File: config.mk
export PLATFORM = sky130hd
export DESIGN_NAME = linkdet_seq
export DESIGN_NICKNAME = d
export VERILOG_FILES = /design/src/rtl/linkdet_pkg.sv /design/src/rtl/linkdet_dpath.sv /design/src/rtl/linkdet_ctrl.sv /design/src/rtl/linkdet_seq.sv
export SDC_FILE = /design/constraint.sdc
export NUM_CORES = 1
export LEC_CHECK = 0
export BUFFER_PORTS_ARGS = -buffer_cell sky130_fd_sc_hd__buf_2
export CORE_MARGIN = 2
export CORE_UTILIZATION = 44
export CTS_CLUSTER_DIAMETER = 50
export DETAILED_ROUTE_END_ITERATION = 12
export PLACE_DENSITY = 0.77
export SLEW_MARGIN = 20
export SYNTH_ARGS = -nofsm -noshare
export SYNTH_HDL_FRONTEND = slang
export SYNTH_SLANG_ARGS = --single-unit
File: constraint.sdc
create_clock -name clk -period 2.5 [get_ports clk]
set_clock_uncertainty 0.2 [all_clocks]
set_input_delay 0.75 -clock clk [delete_from_list [all_inputs] [get_ports clk]]
set_output_delay 0.75 -clock clk [all_outputs]
set_load 0.01 [all_outputs]
File: src/rtl/linkdet_pkg.sv
package linkdet_pkg;
  localparam int CTRL_W = 32;
  localparam int DWELL_LSB = 1;

  typedef enum logic [1:0] {
    ST_QUIET = 2'd0,
    ST_REQ   = 2'd1,
    ST_WAIT  = 2'd2,
    ST_DONE  = 2'd3
  } detState_t;

  // strobes from control to datapath
  typedef struct packed {
    logic inQuiet;
    logic latchLanes;
  } dpCtrl_t;

  // status from datapath to control
  typedef struct packed {
    logic exitSeen;
    logic minMet;
    logic timedOut;
    logic anyFound;
  } dpStat_t;
endpackage

File: src/rtl/linkdet_dpath.sv
module linkdet_dpath
  import linkdet_pkg::*;
#(
  parameter int LANES   = 4,
  parameter int CLK_KHZ = 100000,
  parameter int CW      = $clog2(12 * CLK_KHZ + 1)
) (
  input  logic                clk,
  input  logic                rstN,
  input  dpCtrl_t             ctl,
  output dpStat_t             stat,
  input  logic                regWrEn,
  input  logic [CTRL_W-1:0]   regWrData,
  output logic [CTRL_W-1:0]   regRdData,
  input  logic [LANES-1:0]    laneMask,
  input  logic [LANES-1:0]    elecIdle,
  input  logic [LANES-1:0]    rxDetFound,
  output logic [LANES-1:0]    detLanes,
  output logic [CW-1:0]       minCyc
);
  localparam int TMO_CYC  = 12 * CLK_KHZ;
  localparam int HALF_CYC = CLK_KHZ / 2;

  logic [1:0]    dwellField;
  logic [CW-1:0] quietCnt;
  logic          unusedWrBits;

  assign unusedWrBits = ^{regWrData[CTRL_W-1:DWELL_LSB+2], regWrData[DWELL_LSB-1:0]};

  always_ff @(posedge clk) begin
    if (!rstN) dwellField <= '0;
    else if (regWrEn) dwellField <= regWrData[DWELL_LSB+1:DWELL_LSB];
  end

  always_comb begin
    regRdData = '0;
    regRdData[DWELL_LSB+1:DWELL_LSB] = dwellField;
  end

  always_comb begin
    case (dwellField)
      2'd1:    minCyc = CW'(HALF_CYC);
      2'd2:    minCyc = CW'(CLK_KHZ);
      2'd3:    minCyc = CW'(2 * CLK_KHZ);
      default: minCyc = '0;
    endcase
  end

  always_ff @(posedge clk) begin
    if (!rstN) quietCnt <= '0;
    else if (!ctl.inQuiet) quietCnt <= '0;
    else if (quietCnt < CW'(TMO_CYC - 1)) quietCnt <= quietCnt + 1'b1;
  end

  assign stat.exitSeen = |(~elecIdle & laneMask);
  assign stat.minMet   = quietCnt >= minCyc;
  assign stat.timedOut = quietCnt == CW'(TMO_CYC - 1);
  assign stat.anyFound = |(rxDetFound & laneMask);

  always_ff @(posedge clk) begin
    if (!rstN) detLanes <= '0;
    else if (ctl.latchLanes) detLanes <= rxDetFound & laneMask;
  end

  // quiet timer never runs past the timeout
  a_r3_timeout_bound: assert property (@(posedge clk) disable iff (!rstN)
    ctl.inQuiet |-> (int'(quietCnt) < TMO_CYC));
  // the field changes only on a write
  a_r7_field_hold: assert property (@(posedge clk) disable iff (!rstN)
    !regWrEn |=> $stable(dwellField));
endmodule

File: src/rtl/linkdet_ctrl.sv
module linkdet_ctrl
  import linkdet_pkg::*;
(
  input  logic      clk,
  input  logic      rstN,
  input  dpStat_t   stat,
  input  logic      rxDetDone,
  input  logic      linkRestart,
  output dpCtrl_t   ctl,
  output detState_t state,
  output logic      rxDetReq,
  output logic      detComplete
);
  detState_t nextState;

  always_comb begin
    nextState = state;
    case (state)
      ST_QUIET: if (stat.timedOut || (stat.exitSeen && stat.minMet)) nextState = ST_REQ;
      ST_REQ:   nextState = ST_WAIT;
      ST_WAIT:  if (rxDetDone) nextState = stat.anyFound ? ST_DONE : ST_QUIET;
      ST_DONE:  if (linkRestart) nextState = ST_QUIET;
      default:  nextState = ST_QUIET;
    endcase
  end

  always_ff @(posedge clk) begin
    if (!rstN) state <= ST_QUIET;
    else state <= nextState;
  end

  assign ctl.inQuiet    = state == ST_QUIET;
  assign ctl.latchLanes = (state == ST_WAIT) && rxDetDone && stat.anyFound;
  assign rxDetReq       = state == ST_REQ;
  assign detComplete    = state == ST_DONE;

  // probe request lasts one cycle
  a_r4_req_pulse: assert property (@(posedge clk) disable iff (!rstN)
    rxDetReq |=> !rxDetReq);
  // an idle exit before the dwell is met keeps the quiet state
  a_r2_min_dwell: assert property (@(posedge clk) disable iff (!rstN)
    (ctl.inQuiet && stat.exitSeen && !stat.minMet && !stat.timedOut) |=> ctl.inQuiet);
  // complete holds until restart
  a_r9_done_hold: assert property (@(posedge clk) disable iff (!rstN)
    (detComplete && !linkRestart) |=> detComplete);
endmodule

File: src/rtl/linkdet_seq.sv
module linkdet_seq
  import linkdet_pkg::*;
#(
  parameter int LANES   = 4,
  parameter int CLK_KHZ = 100000
) (
  input  logic              clk,
  input  logic              rstN,
  input  logic              regWrEn,
  input  logic [31:0]       regWrData,
  output logic [31:0]       regRdData,
  input  logic [LANES-1:0]  laneMask,
  input  logic [LANES-1:0]  elecIdle,
  input  logic              rxDetDone,
  input  logic [LANES-1:0]  rxDetFound,
  input  logic              linkRestart,
  output logic              rxDetReq,
  output logic              quietActive,
  output logic              detComplete,
  output logic [LANES-1:0]  detLanes
);
  localparam int CW = $clog2(12 * CLK_KHZ + 1);

  dpCtrl_t   ctl;
  dpStat_t   stat;
  detState_t state;
  logic [CW-1:0] minCyc;

  linkdet_ctrl u_ctrl (
    .clk(clk), .rstN(rstN), .stat(stat), .rxDetDone(rxDetDone),
    .linkRestart(linkRestart), .ctl(ctl), .state(state),
    .rxDetReq(rxDetReq), .detComplete(detComplete)
  );

  linkdet_dpath #(.LANES(LANES), .CLK_KHZ(CLK_KHZ), .CW(CW)) u_dpath (
    .clk(clk), .rstN(rstN), .ctl(ctl), .stat(stat),
    .regWrEn(regWrEn), .regWrData(regWrData), .regRdData(regRdData),
    .laneMask(laneMask), .elecIdle(elecIdle), .rxDetFound(rxDetFound),
    .detLanes(detLanes), .minCyc(minCyc)
  );

  assign quietActive = state == ST_QUIET;

  // independent spacing monitor for probe requests
  int   gapCnt;
  logic seenReq;
  always_ff @(posedge clk) begin
    if (!rstN) begin
      gapCnt  <= 0;
      seenReq <= 1'b0;
    end else begin
      if (rxDetReq) begin
        gapCnt  <= 1;
        seenReq <= 1'b1;
      end else if (gapCnt < 32'h3FFF_FFFF) begin
        gapCnt <= gapCnt + 1;
      end
    end
  end

  // back-to-back probes are separated by at least the dwell plus three cycles
  a_r5_probe_gap: assert property (@(posedge clk) disable iff (!rstN)
    (rxDetReq && seenReq) |-> (gapCnt >= int'(minCyc) + 3));
  // latched lanes never include an unassigned lane
  a_r6_lane_subset: assert property (@(posedge clk) disable iff (!rstN)
    $rose(detComplete) |-> ((detLanes & ~laneMask) == '0));
endmodule

==> flow_summary.json, run 1 <==
{
  "port_buffers": 27,
  "synth_seq_area_share_pct": 27.8,
  "grt_max_degree": 18,
  "finalWorstPathRequiredPeriod_ns": 2.49,
  "antenna_left": 0,
  "grt_pass1_wl_um": 7120,
  "synth-warning-count": 0,
  "wl_per_cell_um": 12.8,
  "post-place-ws_ns": -0.0397,
  "setup_slack_ns": 0.00702,
  "ctsHoldBuffers": 0,
  "slowest_delay_ns": 0.49,
  "fp.dieH_um": 72.9,
  "layout.nets": 350,
  "start_util_pct": 44.8,
  "path_class": "reg2reg",
  "design_area_mm2": 0.00245,
  "path_clk_slew_ns": 0.06,
  "wl_um": 4330,
  "ys.flop_type": "dfxtp_1",
  "slew_violations": 0,
  "drc": 0,
  "drt_iter0_drc": 53,
  "drive_above_1_share_pct": 24.2,
  "path_delay_family": "compound AO/OA/AOI/OAI gates",
  "die_w_um": 72.9,
  "setup_viol": 0,
  "die-area_mm2": 0.00531,
  "final_hold_viol_count": 0,
  "ioPinCount": 88,
  "dp_cells": 329,
  "arrival_ns": 2.49,
  "ys_ff_latch": 29,
  "crit_top_cell": "ha_4",
  "maxCapViolCount": 0,
  "first_global_vias": 1581,
  "gp_congestion": 0.868,
  "status": "complete, no violations",
  "antenna_found_initial": 0,
  "dp_hpwl_um": 3260,
  "row_count": 25,
  "numCtsBuffers": 5,
  "grt_usage_pct": 17.5,
  "cts_tree": "yes",
  "layout_worst_path_cycle_share_pct": 99.7,
  "end_kind": "flip-flop",
  "grt-ovfl-total": 0,
  "antenna_cells": 0,
  "rsz0062_at_grt": "yes",
  "final_util_pct": 52.5,
  "synthCells": 243,
  "hold_class": "reg2reg",
  "vdd_drop_max_v": 0.000292,
  "critPathSlowestCell": "or4_4",
  "final_cells": 339,
  "max_freq_mhz": 401,
  "power.leakage_nw": 1.01,
  "vias_per_cell": 5.17,
  "core-area_mm2": 0.00466,
  "cp_max_fo": 3,
  "avgSynthCellArea_um2": 8.58,
  "placed_cell_area_mm2": 0.00223,
  "tightest_slew_ns": 0.580,
  "path_buf_inv": 1,
  "cts-htree-levels": 2,
  "cp.required_ns": 2.50,
  "fillers": 429,
  "r2r_slack_ns": 0.007,
  "synthDistinctLibCells": 45,
  "first_pass_iters": 4,
  "insertion_delay_ns": 0.29,
  "relSlewSlack_pct": 61.1,
  "syn_to_final_growth_pct": 17.3,
  "clock-sinks": 29,
  "synthArstFlopShare_pct": 0,
  "worstPathCellList": "inv_4 -> ha_4 -> ha_4 -> nand4b_4 -> or4_4 -> o41ai_2 -> a31oi_1 -> a311oi_2",
  "startpoint_type": "flip-flop",
  "cts-root-buf": "clkbuf_8",
  "synth_edf_count": 0,
  "clock_path_buffers": 2,
  "num_vias": 1751,
  "powerDensity_mw_per_mm2": 511,
  "netlist_area_mm2": 0.00209
}
## worst min-delay path, stage by stage (launching register included)
cell and delay (ns):
dfxtp_1 0.32, mux2i_1 0.07, nor2_1 0.08
## layout make-up
| type | count | area, µm² | area share [%] |
|---|---|---|---|
| Tap cell | 54 | 67.6 | 2.76 |
| Inverter | 12 | 47.5 | 1.94 |
| Multi-Input combinational cell | 197 | 1440 | 58.6 |
| Clock buffer | 8 | 80.1 | 3.27 |
| Timing Repair Buffer | 39 | 229 | 9.36 |
| Sequential cell | 29 | 588 | 24.0 |
## placed cells by master (no fill, tap or decap), types with 4 or more instances in the layout
cell / count
inv_1: 9
mux2i_1: 8
a21oi_1: 6
dfxtp_1: 27
nor2_1: 27
ha_1: 9
xnor2_1: 6
o211ai_1: 5
and3_1: 4
ha_4: 8
nand3_1: 6
buf_2: 27
xor2_1: 9
nand4_1: 9
nor2b_1: 6
buf_4: 11
nor3_1: 8
nand2_1: 10
conb_1: 30
clkbuf_8: 5
and2_1: 8
## cells in the mapped netlist, types with 2 or more instances
library cell  number  area share, %
a31oi_1            3           0.90
nor2b_1            6            1.8
or4_1              3            1.1
inv_1             12            2.2
xnor2_1            6            2.5
and3_1             4            1.2
a21oi_1            6            1.4
o21ai_0            2           0.48
buf_4             30             11
a211o_1            2           0.84
nand3_1            6            1.4
or3_1              2           0.60
or2_1              2           0.60
clkbuf_1           3           0.54
a211oi_1           2           0.72
nor3_1             8            1.9
nor4_1             3           0.90
mux2i_1            8            3.8
o211ai_1           5            1.8
xor2_1             9            3.8
and2_1             8            2.4
dfxtp_1           29             28
ha_1              17             10
nor2_1            28            5.0
nand2_1           11            2.0
nand4_1            9            2.7
## metrics by stage
step | hold WS [ns] | power, mW | setup TNS [ns]
floorplan | 0.271 | 0.787 | 0
global placement | 0.277 | 0.853 | -0.0225
detailed placement | 0.297 | 0.862 | -0.0397
CTS | 0.311 | 1.24 | 0
global route | 0.335 | 1.33 | -0.0368
finish | 0.308 | 1.25 | 0
## repair_timing
action / in CTS / in global routing
endpoints found under the hold margin: 0 / 0
pin swaps: 0 / 8
setup buffers: 0 / 2
endpoints found under the setup margin: 1 / 1
resized for setup: 3 / 19
## routing by layer
layer	part of all wire, %	wire [µm]	track usage, %
met5	0	0	0
met4	1.4	61	6.79
met3	6.0	258	5.11
met2	48	2070	29.1
met1	45	1940	21.2
## where the power goes
group	total (mW)	internal, mW	switching (mW)
combinational	0.351	0.153	0.198
clock	0.366	0.197	0.169
sequential	0.532	0.492	0.0406
## registers in the layout (all words and copies together), names as in the netlist
signal	count
u_dpath.dwellField	2
u_dpath.quietCnt	21
u_dpath.detLanes	4
u_ctrl.state	2
## cell families after synthesis
family          after synthesis  share of synthesized area (%)
mux                           8                           3.84
buf+inv                      46                           14.0
compound gates               29                           11.2
other cells                   1                          0.180
flops                        29                           27.8
xor+xnor                     15                           6.30
simple gates                 98                           26.4
fa+ha+maj                    17                           10.2
## final timing paths
path / to / cells after the start / start
min: u_dpath.detLanes[1] / 2 / u_dpath.detLanes[1]
min reg2reg: u_dpath.detLanes[1] / 2 / u_dpath.detLanes[1]
max: u_ctrl.state[0] / 8 / u_dpath.dwellField[0]
max reg2reg: u_ctrl.state[0] / 8 / u_dpath.dwellField[0]
Note: power is estimated with default switching activity, not from simulation.
==> run 2, diff against run 1 <==
--- a/config.mk
+++ b/config.mk
@@ -7,10 +7,11 @@
 export LEC_CHECK = 0
 export BUFFER_PORTS_ARGS = -buffer_cell sky130_fd_sc_hd__buf_2
 export CORE_MARGIN = 2
-export CORE_UTILIZATION = 44
+export CORE_UTILIZATION = 48
 export CTS_CLUSTER_DIAMETER = 50
 export DETAILED_ROUTE_END_ITERATION = 12
-export PLACE_DENSITY = 0.77
+export HOLD_SLACK_MARGIN = 0.06
+export PLACE_DENSITY = 0.8
 export SLEW_MARGIN = 20
 export SYNTH_ARGS = -nofsm -noshare
 export SYNTH_HDL_FRONTEND = slang
==> constraint.sdc (replaced) <==
create_clock -name clk -period 2.65 [get_ports clk]
set_clock_uncertainty 0.2 [all_clocks]
set_input_delay 0.795 -clock clk [delete_from_list [all_inputs] [get_ports clk]]
set_output_delay 0.795 -clock clk [all_outputs]
set_load 0.01 [all_outputs]
==> run 2 against run 1 <==
  * Cell area decreased by 6.2%
  * Die area decreased by 7.9%
  * Combinational power decreased by 13%
  * Setup slack improved by 0.11 ns
  * Utilization increased by 3.6 points
  * Sequential share of layout area increased by 1.4 points
  * Register-to-register slack improved by 0.11 ns
  * Critical path depth unchanged
  * Critical endpoint unchanged
  * Largest power group unchanged
==> flow_summary.json, run 2 (same netlist as run 1, synthesis figures left out) <==
{
  "final_hold_viol_count": 0,
  "relSlewSlack_pct": 60.4,
  "placed_cell_area_mm2": 0.00220,
  "start_util_pct": 51.0,
  "first_global_vias": 1635,
  "fillers": 375,
  "finalWorstPathRequiredPeriod_ns": 2.54,
  "drc": 0,
  "comb_power_share_pct": 26.5,
  "port_buffers": 27,
  "tightest_slew_ns": 0.590,
  "core-area_mm2": 0.00409,
  "row_count": 23,
  "clock-sinks": 29,
  "die_w_um": 69.9,
  "power_frac_seq_pct": 43.5,
  "hold_end": "u_dpath.detLanes[3]",
  "rsz0062_at_grt": "no",
  "final_util_pct": 56.2,
  "gp_congestion": 0.878,
  "post-place-ws_ns": 0.0849,
  "ctsHoldBuffers": 0,
  "grt-ovfl-total": 0,
  "startpoint_type": "flip-flop",
  "design_area_mm2": 0.00229,
  "syn_to_final_growth_pct": 10.0,
  "r2r-end": "u_ctrl.state[0]",
  "arrival_ns": 2.54,
  "cp_max_fo": 3,
  "antenna_left": 0,
  "min_from": "u_dpath.detLanes[3]",
  "pwr-share-clk_pct": 30.1,
  "mostFrequentLayoutCell": "conb_1",
  "cts-root-buf": "clkbuf_8",
  "hold_class": "reg2reg",
  "r2r_start": "u_dpath.dwellField[0]",
  "total_power_mw": 1.15,
  "power_switching_uw": 383,
  "dp_cells": 322,
  "power.leakage_nw": 0.981,
  "dp_hpwl_um": 3280,
  "layout.nets": 345,
  "slew_violations": 0,
  "path_clk_slew_ns": 0.07,
  "status": "complete, no violations",
  "cts-htree-levels": 2,
  "ff_latch_area_um2": 583,
  "antenna_cells": 0,
  "insertion_delay_ns": 0.29,
  "wl_per_cell_um": 12.6,
  "multiInputGateArea_mm2": 0.00133,
  "setup_slack_ns": 0.115,
  "drt_iter0_drc": 43,
  "clock_path_buffers": 2,
  "antenna_found_initial": 0,
  "layout_common_cells": "conb_1, nor2_1, buf_2, dfxtp_1, ha_1",
  "ioPinCount": 88,
  "p_int_uw": 772,
  "cts_tree": "yes",
  "cp.required_ns": 2.66,
  "vdd_drop_max_v": 0.000427,
  "layout_worst_path_cycle_share_pct": 95.7,
  "numCtsBuffers": 5,
  "fp.dieH_um": 69.9,
  "drive_above_1_share_pct": 18.9,
  "grt_pass1_wl_um": 7160,
  "ff2ff_path_depth": 8,
  "first_pass_iters": 4,
  "vias_per_cell": 5.17,
  "setup_viol": 0,
  "max_freq_mhz": 394,
  "r2r_slack_ns": 0.11,
  "wl_um": 4150,
  "swShare_pct": 33.2,
  "largestRegisters": "u_dpath.quietCnt (21), u_dpath.detLanes (4)",
  "num_vias": 1707,
  "hold_slack_ns": 0.285,
  "final_cells": 330,
  "fin_tns_setup_ns": 0,
  "min_path_cells": 2,
  "grt_usage_pct": 18.2,
  "top_register": "u_dpath.quietCnt",
  "maxCapViolCount": 0,
  "end_kind": "flip-flop",
  "grt_max_degree": 16,
  "path_class": "reg2reg",
  "powerDensity_mw_per_mm2": 503,
  "largest_reg_flops": 21,
  "die-area_mm2": 0.00489
}
## run 2: layer usage
metal  global-route usage (%)  vias up  wire, µm
met5                        0        -         0
met4                     6.20        0        35
met1                     21.6      772      1820
li1                         -      873         -
met3                     6.49        4       301
met2                     30.6       58      2000
## run 2: final cells by class
class                           count  area share, %
Clock inverter                      2          0.436
Clock buffer                        6           3.16
Timing Repair Buffer               34           8.18
Inverter                           12           1.96
Multi-Input combinational cell    197           58.1
Sequential cell                    29           25.4
Tap cell                           50           2.73
## run 2: power by group through the flow
stage	Sequential, mW	Combinational (mW)	Clock, mW
finish	0.502	0.306	0.347
global route	0.508	0.340	0.382
CTS	0.501	0.303	0.356
detailed placement	0.510	0.300	0
global placement	0.509	0.291	0
floorplan	0.505	0.237	0
## run 2: how the worst max path moves through the flow
stage          cells after the start               to  slack (ns)                  start
6_report                           8  u_ctrl.state[0]        0.11  u_dpath.dwellField[0]
5_1_grt                            8  u_ctrl.state[0]        0.02  u_dpath.dwellField[0]
4_1_cts                            8  u_ctrl.state[0]        0.04  u_dpath.dwellField[0]
3_3_place_gp                       8  u_ctrl.state[0]        0.09  u_dpath.dwellField[0]
2_1_floorplan                      8  u_ctrl.state[0]        0.11  u_dpath.dwellField[0]
3_5_place_dp                       8  u_ctrl.state[0]        0.08  u_dpath.dwellField[0]
## run 2: worst max-delay path: stages (launching register included)
cell and delay (ns):
dfxtp_2 0.35, inv_1 0.06, ha_1 0.34, ha_4 0.29, nand4b_4 0.08, or4_1 0.56, o41ai_2 0.21, a31oi_1 0.10
a311oi_2 0.25
## run 2: repair_timing
action,in CTS,in global routing
resized for setup,0,3
endpoints found under the setup margin,0,1
hold endpoints to repair,0,0
setup buffers,0,0
